File: config.mk
export PLATFORM = sky130hd
export DESIGN_NAME = serial_result_master
export DESIGN_NICKNAME = d
export VERILOG_FILES = /design/src/rtl/srm_pkg.sv /design/src/rtl/srm_conv_timer.sv /design/src/rtl/srm_shifter.sv /design/src/rtl/serial_result_master.sv
export SDC_FILE = /design/constraint.sdc
export NUM_CORES = 1
export LEC_CHECK = 0
export BUFFER_PORTS_ARGS = -buffer_cell sky130_fd_sc_hd__buf_2
export CORE_ASPECT_RATIO = 2
export CORE_UTILIZATION = 45
export CTS_BUF_LIST = sky130_fd_sc_hd__clkbuf_8
export DETAILED_ROUTE_END_ITERATION = 8
export PLACE_DENSITY = 0.65
export SYNTH_ARGS = -nofsm -noshare
export SYNTH_HDL_FRONTEND = slang
export SYNTH_SLANG_ARGS = --single-unit
File: constraint.sdc
create_clock -name clk -period 2 [get_ports clk]
set_input_delay 0.1 -clock clk [delete_from_list [all_inputs] [get_ports clk]]
set_output_delay 0.1 -clock clk [all_outputs]
set_load 0.1 [all_outputs]
File: src/rtl/srm_pkg.sv
package srm_pkg;
    typedef enum logic {
        RD_AFTER  = 1'b0,
        RD_DURING = 1'b1
    } rd_mode_e;

    typedef enum logic {
        PH_LOW  = 1'b0,
        PH_HIGH = 1'b1
    } sclk_phase_e;
endpackage

File: src/rtl/srm_conv_timer.sv
module srm_conv_timer #(
    parameter int CONV_CYCLES = 20
) (
    input  logic clk,
    input  logic rst_n,
    input  logic go_i,
    output logic run_o,
    output logic done_o
);
    localparam int CW = $clog2(CONV_CYCLES);
    localparam logic [CW-1:0] LAST = CW'(CONV_CYCLES - 1);

    typedef struct packed {
        logic          run;
        logic [CW-1:0] cnt;
    } tmr_t;

    tmr_t st_d, st_q;

    always_comb begin
        st_d = st_q;
        if (go_i && !st_q.run) begin
            st_d.run = 1'b1;
            st_d.cnt = '0;
        end else if (st_q.run) begin
            if (st_q.cnt == LAST) begin
                st_d.run = 1'b0;
                st_d.cnt = '0;
            end else begin
                st_d.cnt = st_q.cnt + 1'b1;
            end
        end
    end

    always_ff @(posedge clk or negedge rst_n) begin
        if (!rst_n) st_q <= '0;
        else        st_q <= st_d;
    end

    assign run_o  = st_q.run;
    assign done_o = st_q.run && (st_q.cnt == LAST);

    // the conversion phase ends only after its full length
    assert_conv_len_R7: assert property (@(posedge clk) disable iff (!rst_n)
        $fell(st_q.run) |-> $past(st_q.cnt) == LAST);
endmodule

File: src/rtl/srm_shifter.sv
module srm_shifter
    import srm_pkg::*;
#(
    parameter int DATA_W = 18,
    parameter int DIV_W  = 2
) (
    input  logic              clk,
    input  logic              rst_n,
    input  logic              load_i,
    input  logic [DATA_W-1:0] word_i,
    input  logic [DIV_W-1:0]  hsel_i,
    output logic              active_o,
    output logic              phase_o,
    output logic              sdata_o
);
    localparam int CNT_W = (1 << DIV_W) - 1;
    localparam int BIT_W = $clog2(DATA_W);
    localparam logic [BIT_W-1:0] LAST_BIT = BIT_W'(DATA_W - 1);

    typedef struct packed {
        logic              active;
        sclk_phase_e       phase;
        logic [CNT_W-1:0]  cnt;
        logic [BIT_W-1:0]  bitn;
        logic [DIV_W-1:0]  hsel;
        logic [DATA_W-1:0] shreg;
    } sh_t;

    sh_t st_d, st_q;
    logic [CNT_W-1:0] half_m1;

    // half period minus one: 2^hsel - 1
    assign half_m1 = {CNT_W{1'b1}} >> (CNT_W - int'(st_q.hsel));

    always_comb begin
        st_d = st_q;
        if (load_i && !st_q.active) begin
            st_d.active = 1'b1;
            st_d.phase  = PH_LOW;
            st_d.cnt    = '0;
            st_d.bitn   = '0;
            st_d.hsel   = hsel_i;
            st_d.shreg  = word_i;
        end else if (st_q.active) begin
            if (st_q.cnt == half_m1) begin
                st_d.cnt = '0;
                if (st_q.phase == PH_LOW) begin
                    st_d.phase = PH_HIGH;
                end else begin
                    st_d.phase = PH_LOW;
                    if (st_q.bitn == LAST_BIT) begin
                        st_d.active = 1'b0;
                        st_d.shreg  = '0;
                    end else begin
                        st_d.bitn  = st_q.bitn + 1'b1;
                        st_d.shreg = {st_q.shreg[DATA_W-2:0], 1'b0};
                    end
                end
            end else begin
                st_d.cnt = st_q.cnt + 1'b1;
            end
        end
    end

    always_ff @(posedge clk or negedge rst_n) begin
        if (!rst_n) st_q <= '0;
        else        st_q <= st_d;
    end

    assign active_o = st_q.active;
    assign phase_o  = st_q.active && (st_q.phase == PH_HIGH);
    assign sdata_o  = st_q.active && st_q.shreg[DATA_W-1];

    // a new word is never requested while a transfer is running
    assert_load_idle_R10: assert property (@(posedge clk) disable iff (!rst_n)
        load_i |-> !st_q.active);

    // data moves only where the logical clock falls
    assert_data_stable_R1: assert property (@(posedge clk) disable iff (!rst_n)
        (st_q.active && $past(st_q.active) &&
         !(st_q.phase == PH_LOW && $past(st_q.phase) == PH_HIGH))
        |-> $stable(st_q.shreg[DATA_W-1]));
endmodule

File: src/rtl/serial_result_master.sv
module serial_result_master
    import srm_pkg::*;
#(
    parameter int DATA_W      = 18,
    parameter int DIV_W       = 2,
    parameter int CONV_CYCLES = 20,
    parameter int RDC_HSEL    = 1
) (
    input  logic              clk,
    input  logic              rst_n,
    input  logic              start_i,
    input  logic [DATA_W-1:0] result_i,
    input  logic              rdc_i,
    input  logic [DIV_W-1:0]  div_sel_i,
    input  logic              inv_clk_i,
    input  logic              inv_sync_i,
    output logic              sclk_o,
    output logic              sdata_o,
    output logic              sync_o,
    output logic              busy_o
);
    localparam logic [DIV_W-1:0] RDC_SEL = DIV_W'(RDC_HSEL);

    typedef struct packed {
        rd_mode_e          mode;
        logic [DIV_W-1:0]  div;
        logic [DATA_W-1:0] last_word;
    } ctl_t;

    ctl_t st_d, st_q;

    logic             conv_run, conv_done;
    logic             sh_active, sh_phase, sh_data;
    logic             accept, load;
    logic [DIV_W-1:0] hsel;

    assign accept = start_i && !conv_run && !sh_active;
    assign load   = (accept && rdc_i) ||
                    (conv_done && st_q.mode == RD_AFTER);
    assign hsel   = accept ? RDC_SEL : st_q.div;

    always_comb begin
        st_d = st_q;
        if (accept) begin
            st_d.mode      = rd_mode_e'(rdc_i);
            st_d.div       = div_sel_i;
            st_d.last_word = result_i;
        end
    end

    always_ff @(posedge clk or negedge rst_n) begin
        if (!rst_n) st_q <= '0;
        else        st_q <= st_d;
    end

    srm_conv_timer #(.CONV_CYCLES(CONV_CYCLES)) u_timer (
        .clk    (clk),
        .rst_n  (rst_n),
        .go_i   (accept),
        .run_o  (conv_run),
        .done_o (conv_done)
    );

    srm_shifter #(.DATA_W(DATA_W), .DIV_W(DIV_W)) u_shift (
        .clk      (clk),
        .rst_n    (rst_n),
        .load_i   (load),
        .word_i   (st_q.last_word),
        .hsel_i   (hsel),
        .active_o (sh_active),
        .phase_o  (sh_phase),
        .sdata_o  (sh_data)
    );

    assign sclk_o  = sh_phase ^ inv_clk_i;
    assign sync_o  = sh_active ^ inv_sync_i;
    assign sdata_o = sh_data;
    assign busy_o  = conv_run || (sh_active && st_q.mode == RD_AFTER);

    // no clock activity outside a transfer
    assert_idle_sclk_R2: assert property (@(posedge clk) disable iff (!rst_n)
        !sh_active |-> sclk_o == inv_clk_i);

    // a read-after transfer starts exactly as the conversion finishes
    assert_rac_after_conv_R5: assert property (@(posedge clk) disable iff (!rst_n)
        ($rose(sh_active) && st_q.mode == RD_AFTER) |-> ($past(conv_run) && !conv_run));

    // a read-during transfer starts together with its conversion
    assert_rdc_with_conv_R8: assert property (@(posedge clk) disable iff (!rst_n)
        ($rose(sh_active) && st_q.mode == RD_DURING) |-> $rose(conv_run));

    // read-after busy ends with the last bit
    assert_rac_busy_end_R7: assert property (@(posedge clk) disable iff (!rst_n)
        ($fell(busy_o) && st_q.mode == RD_AFTER) |-> $fell(sh_active));
endmodule

Yosys cells after proc, flatten, opt, wreduce, memory -nomap -nowiden
Index checks and enable logic that the tools add are counted.
{"block": "totals", "register_bits": 57, "input_bits": 26, "output_inout_bits": 4, "elab_cells": 64}
{"block": "classes", "addsub": 4, "eq_ne": 4, "shifts": 1, "n_mux": 20, "bitwise_logic": 3, "n_reduce_logical": 21}
{"operator": "two-way mux 18 bit", "n": 5}
{"operator": "right shift 3 x 32 -> 3 bit (first input constant)", "n": 1}
{"operator": "two-way mux 10 bit", "n": 2}
{"operator": "two-way mux 5 bit", "n": 4}
{"operator": "two-way mux 6 bit", "n": 2}
{"operator": "adder 5 x 1 -> 5 bit (second input constant)", "n": 2}
{"operator": "equality test 5 bit (second input constant)", "n": 2}
{"operator": "logical AND 1 bit", "n": 10}
{"operator": "nonzero test 2 bit", "n": 4}
{"operator": "two-way mux 1 bit", "n": 4}
{"operator": "two-way mux 2 bit", "n": 2}
{"operator": "AND reduction 4 bit", "n": 1}
{"operator": "adder 3 x 1 -> 3 bit (second input constant)", "n": 1}
{"operator": "equality test 3 bit", "n": 1}
{"operator": "two-way mux 3 bit", "n": 1}
{"operator": "AND reduction 3 bit", "n": 1}
{"operator": "subtractor 2 x 2 -> 3 bit (first input constant)", "n": 1}
{"operator": "zero test 1 bit", "n": 2}
{"operator": "logical OR 1 bit", "n": 2}
{"operator": "!= test 2 x 1 -> 1 bit (second input constant)", "n": 1}
{"operator": "AND reduction 2 bit", "n": 1}
{"operator": "XOR 1 bit", "n": 2}
{"operator": "inverter 1 bit", "n": 1}

Depth between registers and ports, before layout
{"block": "logic_depth", "word_depth": 8, "mapped_depth": 8, "depth_no_buf": 7}

Cells and area by module
From an unflattened synthesis, not the netlist that was laid out.
{"block": "unflattened", "hier_cells": 245, "hier_area_um2": 2641.3}
{"module": "srm_shifter", "n_inst": 1, "cells_each": 164, "area_each_um2": 1476.4}
{"module": "serial_result_master", "n_inst": 1, "cells_each": 52, "area_each_um2": 854.6}
{"module": "srm_conv_timer", "n_inst": 1, "cells_each": 29, "area_each_um2": 310.3}

Worst setup path after synthesis
OpenSTA, ideal clock, no wires.
{"block": "synth_timing", "path_type": "reg-to-output", "from": "reg u_shift.st_q (netlist bit u_shift.active_o)", "to": "out sync_o", "t_arrival_ns": 2.113, "required_time_ns": 1.900, "setup_slack_ns": -0.213, "stages_incl_launch_ff": 3, "n_path_buf": 1, "cell_sequence": "dfrtp_1 > clkbuf_1 > xor2_1"}
{"block": "synth_via", "elab_chain_len": 1}
{"item": "start, declared", "line_no": "srm_shifter.sv:29", "text": "sh_t st_d, st_q;"}
{"item": "start signal, assigned", "line_no": "srm_shifter.sv:67", "text": "else st_q <= st_d;"}
{"item": "XOR 1 bit", "line_no": "serial_result_master.sv:76", "text": "assign sync_o = sh_active ^ inv_sync_i;"}
{"item": "end, declared", "line_no": "serial_result_master.sv:19", "text": "output logic sync_o,"}
No other way between the ends.

Final worst setup path
{"block": "layout_timing", "from": "reg u_shift.st_q (netlist bit u_shift.active_o)", "to": "out sclk_o"}
{"block": "layout_via", "elab_chain_len": 2}
{"item": "logical AND 1 bit", "line_no": "srm_shifter.sv:71", "text": "assign phase_o = st_q.active && (st_q.phase == PH_HIGH);"}
{"item": "XOR 1 bit", "line_no": "serial_result_master.sv:75", "text": "assign sclk_o = sh_phase ^ inv_clk_i;"}
{"item": "end, declared", "line_no": "serial_result_master.sv:17", "text": "output logic sclk_o,"}
No other way between the ends.

==> impl_metrics.json <==
{
  "nets": 354,
  "finalPower_mw": 4.78,
  "clockBufferDepth": 2,
  "grtUsageTotal_pct": 19.3,
  "timing_hold_violations_final": 0,
  "finalCritPeriodShare_pct": 91.0,
  "cts_made_buffers": 9,
  "dpl.hpwl_um": 3460,
  "synth_cells": 271,
  "io_buffers": 29,
  "worstMarginPinSlew_ns": 0.571,
  "worstPathArrival_ns": 1.72,
  "rr_startpoint": "u_timer.st_q[0]",
  "startpoint_type": "register",
  "drc": 0,
  "grt_max_degree": 34,
  "fmax_mhz": 549,
  "status": "finished clean",
  "synthFlopType": "dfrtp_1",
  "synth.area.top_cells": "dfrtp_1, nand2_1, a22oi_1",
  "synth_top_area_share_pct": 54.9,
  "area_growth_pct": 25.2,
  "dr_total_vias": 2093,
  "path_cells": "buf_4 > nand2_1 > xnor2_2 > buf_2",
  "post_cts_buffers": 0,
  "whs_ns": 0.187,
  "synth_warnings": 0,
  "layout_min_cycle_time_ns": 1.82,
  "rsz0062_at_grt": "false",
  "synth_seq_cells": 57,
  "p_leak_nw": 1.54,
  "crit_type": "register to primary output",
  "final_max_slew_viol_count": 0,
  "wl_per_cell_um": 13.6,
  "worstPathMaxFanout": 8,
  "start_util_pct": 47.5,
  "min_to": "u_timer.st_q[0]",
  "layout-drive-gt1-share_pct": 17.7,
  "grt_pass1_vias": 2053,
  "ant_nets": 0,
  "synth.cell_area_um2": 2600,
  "num_io_pins": 30,
  "rows": 38,
  "synth.avg_cell_area_um2": 9.58,
  "hp-start": "start_i",
  "synth_edf_count": 0,
  "fillCellCount": 469,
  "drt-initial-drc-count": 32,
  "core-area_um2": 5470,
  "end_kind": "primary output",
  "synthesis.nets": 301,
  "whs_path_depth": 4,
  "hold_path.class": "primary input to register",
  "antenna_cells": 0,
  "layout_commonest_cell": "nand2_1",
  "cts_tree": "yes",
  "antenna_found_initial": 0,
  "multiInputGateArea_um2": 1070,
  "cap_violations": 0,
  "place_congestion": 0.731,
  "clock_skew_ns": 0.00836,
  "synthDistinctLibCells": 38,
  "dieWidth_um": 55.7,
  "cp_slowest_stage_delay_ns": 0.49,
  "powerDensity_nw_per_um2": 1470,
  "cts_root_buffer": "clkbuf_8",
  "vias_per_cell": 5.39,
  "cp.required_ns": 1.90,
  "drt_wl_total_um": 5270,
  "rr_worst_depth": 7,
  "peakVddDrop_v": 0.000992,
  "setup_violations": 0,
  "startpoint": "u_shift.active_o",
  "clkSlewWorstSetupHoldPaths_ns": 0.06,
  "post-route-util_pct": 59.5,
  "grt_pass1_wl_um": 8940,
  "clk-insertion-delay-late_ns": 0.33,
  "yosys.area.top_type": "dfrtp_1",
  "crit_slowest_cell": "dfrtp_1",
  "dieArea_um2": 6100,
  "register_area_um2": 1430,
  "h-tree-depth": 3,
  "slew_headroom_pct": 61.9,
  "r2r_setup_slack_ns": 0.19,
  "grt_overflow": 0,
  "most-common-layout-cells": "nand2_1, dfrtp_1, buf_2",
  "cts.sinks": 57,
  "dr.pass1.iters": 4,
  "die_y_um": 109,
  "async_reset_ff_share_pct": 100,
  "fin_tns_setup_ns": 0,
  "r2r_end": "u_shift.st_q[11]",
  "seq_area_frac_synth_pct": 54.9
}
## cell families (layout without fill, tap and decap cells)
kind of cell               Yosys count  in the layout  share of synthesized area (%)
AOI/OAI and AO/OA                   62             62                           15.8
xor gates and xnor gates             4              4                           1.35
adders and majority gates            4              4                           1.93
buffers and inverters               22             79                           4.62
DFF                                 57             57                           54.9
muxes                                4              4                           1.54
and+or+nand+nor                    118            118                           19.9
## worst max-delay path, delay by kind of cell (launching register included)
kind	cells	cell delay, ns
xor gates and xnor gates	1	0.14
and+or+nand+nor	1	0.13
DFF	1	0.49
buffers and inverters	2	0.63
## power by group
part	switching, mW	internal, mW
sequential	0.413	1.66
combinational	1.01	0.638
clock	0.432	0.627
## worst max-delay path by stage
| stage | end | slack [ns] | cells after the start |
|---|---|---|---|
| floorplan | u_shift.st_q[28] | 0.22 | 8 |
| global placement | u_shift.st_q[21] | 0.17 | 7 |
| detailed placement | u_shift.st_q[10] | 0.11 | 7 |
| CTS | u_shift.st_q[19] | 0.09 | 7 |
| global route | u_shift.st_q[0] | 0.05 | 7 |
| finish | sclk_o | 0.18 | 4 |
## cell type report
type | instances | share of cell area (%)
Sequential cell | 57 | 43.9
Multi-Input combinational cell | 192 | 32.8
Timing Repair Buffer | 59 | 14.5
Clock buffer | 11 | 4.66
Tap cell | 60 | 2.31
Clock inverter | 4 | 1.35
Inverter | 5 | 0.577
## metrics by stage
step                area [um2]  setup slack (ns)  std cells
floorplan                 2610             0.224        271
global placement          2830             0.166        351
detailed placement        2830             0.110        351
CTS                       3240            0.0899        388
global route              3250            0.0482        388
finish                    3250             0.180        388
## metal layers
layer | global-route usage, % | routed length (um)
met5 | 0 | 0
met4 | 10.9 | 108
met3 | 4.71 | 151
met2 | 34.3 | 2840
met1 | 20.7 | 2180
## registers in the layout, summed over array words and instances (netlist names)
signal / count
st_q: 21
u_shift.active_o: 1
u_shift.st_q: 29
u_timer.run_o: 1
u_timer.st_q: 5
## what timing repair did
| item | 4_1_cts | 5_1_grt |
|---|---|---|
| endpoints found under the setup margin | 0 | 24 |
| hold endpoints to repair | 45 | 0 |
| hold buffers | 22 | 0 |
| gates resized for setup | 0 | 3 |
## synth_stat cells, drive strengths merged (2+ instances only)
master / instances
nand2: 96
dfrtp: 57
o21ai: 27
a22oi: 17
buf: 11
clkbuf: 6
a21oi: 5
inv: 5
and2: 4
ha: 4
mux2i: 4
a22o: 3
nand4: 3
nor2: 3
xnor2: 3
nand3: 2
nand4b: 2
nor3: 2
o31ai: 2
No activity file was read; power rests on OpenSTA's default activity.
